==> config.mk <==
export PLATFORM = sky130hd
export DESIGN_NAME = prefix_adder
export DESIGN_NICKNAME = d
export VERILOG_FILES = /design/src/rtl/prefix_adder_pkg.sv /design/src/rtl/prefix_bit_cell.sv /design/src/rtl/prefix_merge_level.sv /design/src/rtl/prefix_sum_stage.sv /design/src/rtl/prefix_adder.sv
export SDC_FILE = /design/constraint.sdc
export NUM_CORES = 1
export LEC_CHECK = 0
export BUFFER_PORTS_ARGS = -buffer_cell sky130_fd_sc_hd__buf_2
export CAP_MARGIN = 25
export CORE_ASPECT_RATIO = 1.75
export CORE_UTILIZATION = 52
export DETAILED_ROUTE_END_ITERATION = 6
export PLACE_DENSITY = 0.91
export SLEW_MARGIN = 5
export SYNTH_ARGS = -nofsm -noshare
export SYNTH_HDL_FRONTEND = slang
export SYNTH_SLANG_ARGS = --single-unit
==> constraint.sdc <==
create_clock -name vclk -period 6.5
set_input_delay 0.975 -clock vclk [all_inputs]
set_output_delay 0.975 -clock vclk [all_outputs]
set_load 0.02 [all_outputs]
==> src/rtl/prefix_adder_pkg.sv <==
// Package: shared generate/propagate pair type and the merge operator
// used by every prefix level. Assumes nothing about width.
package prefix_adder_pkg;

    typedef struct packed {
        logic g;
        logic p;
    } gp_t;

    // Combine an upper group with the adjacent lower group below it.
    function automatic gp_t gp_merge(input gp_t upper, input gp_t lower);
        gp_t r;
        r.g = upper.g | (upper.p & lower.g);
        r.p = upper.p & lower.p;
        return r;
    endfunction

endpackage

==> src/rtl/prefix_bit_cell.sv <==
// Module: prefix_bit_cell
// Forms the single-bit generate and propagate terms of one position.
// Assumes the propagate is the XOR form, so it doubles as the half sum.
module prefix_bit_cell
    import prefix_adder_pkg::*;
(
    input  logic op_x,
    input  logic op_y,
    output gp_t  bit_gp
);

    // Purpose: bit-level generate and propagate.
    always_comb begin
        bit_gp.g = op_x & op_y;
        bit_gp.p = op_x ^ op_y;
    end

endmodule

==> src/rtl/prefix_merge_level.sv <==
// Module: prefix_merge_level
// One level of the doubling-span tree. Each position at or above SPAN
// merges with the group SPAN places below it. Positions below SPAN
// already cover the whole range down to the carry-in slot and pass
// through unchanged.
// Assumes NPOS positions with the carry-in at index 0.
module prefix_merge_level
    import prefix_adder_pkg::*;
#(
    parameter int NPOS = 33,
    parameter int SPAN = 1
) (
    input  gp_t [NPOS-1:0] grp_in,
    output gp_t [NPOS-1:0] grp_out
);

    for (genvar x = 0; x < NPOS; x++) begin : g_pos
        if (x >= SPAN) begin : g_merge
            // Purpose: widen the group at x by the group directly below it.
            assign grp_out[x] = gp_merge(grp_in[x], grp_in[x-SPAN]);
        end else begin : g_pass
            // Purpose: span already reaches index 0; keep as is.
            assign grp_out[x] = grp_in[x];
        end
    end

endmodule

==> src/rtl/prefix_sum_stage.sv <==
// Module: prefix_sum_stage
// Makes each sum bit from its bit propagate and its incoming carry.
// Assumes carry[i] is the resolved carry into bit i.
module prefix_sum_stage #(
    parameter int WIDTH = 32
) (
    input  logic [WIDTH-1:0] half_sum,
    input  logic [WIDTH-1:0] carry,
    output logic [WIDTH-1:0] sum
);

    // Purpose: final XOR per bit.
    always_comb sum = half_sum ^ carry;

endmodule

==> src/rtl/prefix_adder.sv <==
// Module: prefix_adder
// Combinational WIDTH-bit adder whose carries come from a logarithmic
// prefix tree of group generate/propagate terms. Index 0 of the tree
// holds the carry-in (generate = cin, propagate = 0). Index i+1 holds
// operand bit i.
// Assumes WIDTH is a power of two, at least 2.
module prefix_adder
    import prefix_adder_pkg::*;
#(
    parameter int WIDTH = 32
) (
    input  logic [WIDTH-1:0] a,
    input  logic [WIDTH-1:0] b,
    input  logic             cin,
    output logic [WIDTH-1:0] sum,
    output logic             cout
);

    localparam int NPOS   = WIDTH + 1;
    localparam int LEVELS = $clog2(NPOS);

    gp_t  [WIDTH-1:0] bit_gp;
    gp_t  [NPOS-1:0]  tree [0:LEVELS];
    logic [WIDTH-1:0] half_sum;
    logic [WIDTH-1:0] carry;
    logic [NPOS-1:0]  final_p;

    for (genvar i = 0; i < WIDTH; i++) begin : g_cell
        prefix_bit_cell u_cell (
            .op_x   (a[i]),
            .op_y   (b[i]),
            .bit_gp (bit_gp[i])
        );
    end

    // Purpose: seed the tree with the bit terms above the carry-in slot.
    assign tree[0] = {bit_gp, gp_t'{g: cin, p: 1'b0}};

    for (genvar lv = 0; lv < LEVELS; lv++) begin : g_level
        prefix_merge_level #(
            .NPOS (NPOS),
            .SPAN (1 << lv)
        ) u_level (
            .grp_in  (tree[lv]),
            .grp_out (tree[lv+1])
        );
    end

    for (genvar i = 0; i < NPOS; i++) begin : g_tap
        // Purpose: expose the final group propagate of each position.
        assign final_p[i] = tree[LEVELS][i].p;
    end

    for (genvar i = 0; i < WIDTH; i++) begin : g_carry
        // Purpose: carry into bit i and its half sum.
        assign carry[i]    = tree[LEVELS][i].g;
        assign half_sum[i] = bit_gp[i].p;
    end

    // Purpose: carry out of the top bit.
    assign cout = tree[LEVELS][WIDTH].g;

    prefix_sum_stage #(
        .WIDTH (WIDTH)
    ) u_sum (
        .half_sum (half_sum),
        .carry    (carry),
        .sum      (sum)
    );

endmodule

==> flow_metrics.py <==
metrics = {
    "job": {
        "maxCapViolCount": 0,
    },
    "worst_setup_path": {
        "startpoint_type": "input port",
        "worst-path-buf-inv": 2,
        "worstSetupPathType": "in -> out",
        "slowest_delay_ns": 0.48,
        "critPathMaxFanout": 5,
        "cp_data_arrival_time_ns": 3.17,
        "setup.worst_path.end_class": "primary output",
        "crit_top_cell": "buf_2",
        "cp_top_family": "compound AO/OA/AOI/OAI gates",
        "critical_path_required_ns": 5.52,
        "cpMaxStageDelayCell": "fa_1",
        "crit_chain": "buf_2 -> fa_1 -> a211oi_2 -> o21ai_2 -> a22oi_2 -> o21ai_4 -> a31oi_4 -> o21ba_1 -> xnor2_1 -> buf_2",
    },
    "routing": {
        "vias": 2425,
        "first_pass_iters": 4,
        "drc_errors": 0,
        "drtIter0Drc": 56,
        "ant_nets": 0,
        "vias_per_cell": 6.00,
        "wl_per_cell_um": 13.8,
        "drt_wl_total_um": 5590,
    },
    "finish": {
        "final_common_cell": "buf_2",
        "diodes": 0,
        "nClkBuffers": 0,
        "flops_and_latches": 0,
        "most-common-layout-cells": "98 x buf_2, 34 x a21oi_1, 32 x ha_1",
        "drive_gt1_share_pct": 31.5,
        "finalNonFillerCells": 404,
        "synthToLayoutAreaGrowth_pct": 27.0,
        "regArea_um2": 0,
        "layout.nets": 459,
        "fill_cells": 322,
    },
    "yosys": {
        "synthCells": 270,
        "synth_fp_nets": 368,
        "seq_area_frac_synth_pct": 0,
        "yosys_warnings": 0,
        "ys_types": 48,
        "netlist_area_mm2": 0.00190,
        "syn_area_per_cell_um2": 7.05,
    },
    "die": {
        "rows": 28,
        "fp.coreArea_mm2": 0.00343,
        "die_w_um": 47.7,
        "die_y_um": 82.0,
        "start_util_pct": 55.4,
        "io_pins": 98,
        "die_area_mm2": 0.00392,
    },
    "placement": {
        "place_inst": 404,
        "portBuffers": 98,
        "place_ws_ns": 2.37,
        "hpwl_um": 4760,
        "place_congestion": 0.881,
    },
    "global_route": {
        "grt_overflow": 0,
        "grt_pass1_vias": 2190,
        "antenna_found_initial": 0,
        "grt_max_degree": 11,
        "grt_first_pass_wirelength_um": 8160,
        "grt_usage_pct": 26.6,
    },
    "clocking": {
        "ctsHoldBuffers": 0,
        "cts_resized": 0,
        "post-cts-setup-buffers": 0,
    },
    "timing": {
        "fmax_mhz": 241,
        "slew_viol_final": 0,
        "timing.slew.headroom_pct": 72.2,
        "worst-slew-pin-transition_ns": 0.413,
        "hold_viol": 0,
        "period_needed_ns": 4.14,
        "fin_crit_sh_pct": 63.7,
        "grt_setup_unrepaired": "false",
        "fin_hold_ws_ns": 2.36,
        "setup_viol": 0,
        "fin_ws_ns": 2.36,
        "tns_ns": 0,
    },
    "outcome": {
        "status": "completed",
    },
    "hold_path": {
        "hold_path.class": "in -> out",
    },
    "pwr": {
        "p_leak_nw": 1.17,
        "vdd.ir_drop.worst_v": 0.0000832,
        "power.density_mw_per_mm2": 137,
    },
}
-- metrics by stage --
step | instance area [µm²] | total power [W] | utilization, %
final | 2420 | 0.000330 | 70.4
after global routing | 2420 | 0.000357 | 70.4
after CTS | 2420 | 0.000328 | 70.4
after detailed placement | 2420 | 0.000326 | 70.4
after global placement | 2420 | 0.000320 | 70.4
after floorplan | 1900 | 0.000233 | -
-- cells in the mapped netlist (all sizes together), types with 4 or more instances --
library cell  instances  area (µm²)
a21oi                35         179
ha                   32         400
nand2                25        93.8
o21ai                25         144
xnor2                17         149
nor2                 16        60.1
a21o                 14         106
a211oi                9        72.6
clkbuf                9        33.8
nand3                 9        45.0
nand4                 9        56.3
xor2                  9        78.8
inv                   8        30.0
o21a                  6        45.0
a31oi                 5        46.3
o211ai                5        37.5
o21bai                5        41.3
nor3                  4        20.0
-- routing by layer --
| layer | wire length [µm] | global-route usage (%) | vias to the layer above |
|---|---|---|---|
| met5 | 0 | 0 | - |
| met4 | 140 | 7.78 | 0 |
| met3 | 235 | 0.879 | 14 |
| met2 | 3110 | 54.9 | 94 |
| met1 | 2110 | 25.5 | 1100 |
| li1 | - | - | 1217 |
-- final cells by class --
type / instances / area (µm²) / area share, %
multi-input combinational: 253 / 1840 / 76.1
tap: 45 / 56.3 / 2.33
inverter: 8 / 30.0 / 1.24
timing repair buffer: 98 / 490 / 20.3
-- path summary, 6_finish.rpt --
kind,from,to,cells past startpoint
setup / recovery,a[0],sum[27],10
hold / removal,cin,sum[0],3
-- power breakdown --
| part | leakage (nW) | switching (W) | internal [W] | total [W] |
|---|---|---|---|---|
| Combinational | 1.17 | 0.000200 | 0.000130 | 0.000330 |
| Sequential | 0 | 0 | 0 | 0 |
| Clock | 0 | 0 | 0 | 0 |
| Total | 1.17 | 0.000200 | 0.000130 | 0.000330 |
-- logic make-up (layout without fill, tap and decap cells) --
kind of cell	Yosys count	after routing	share of synthesized area [%]
AOI/OAI and AO/OA	118	118	43.7
xor gates and xnor gates	26	26	12.0
adders and majority gates	33	33	22.1
buffers and inverters	17	106	3.35
and+or+nand+nor	76	76	18.9
Power figures use the tool's default switching activity.
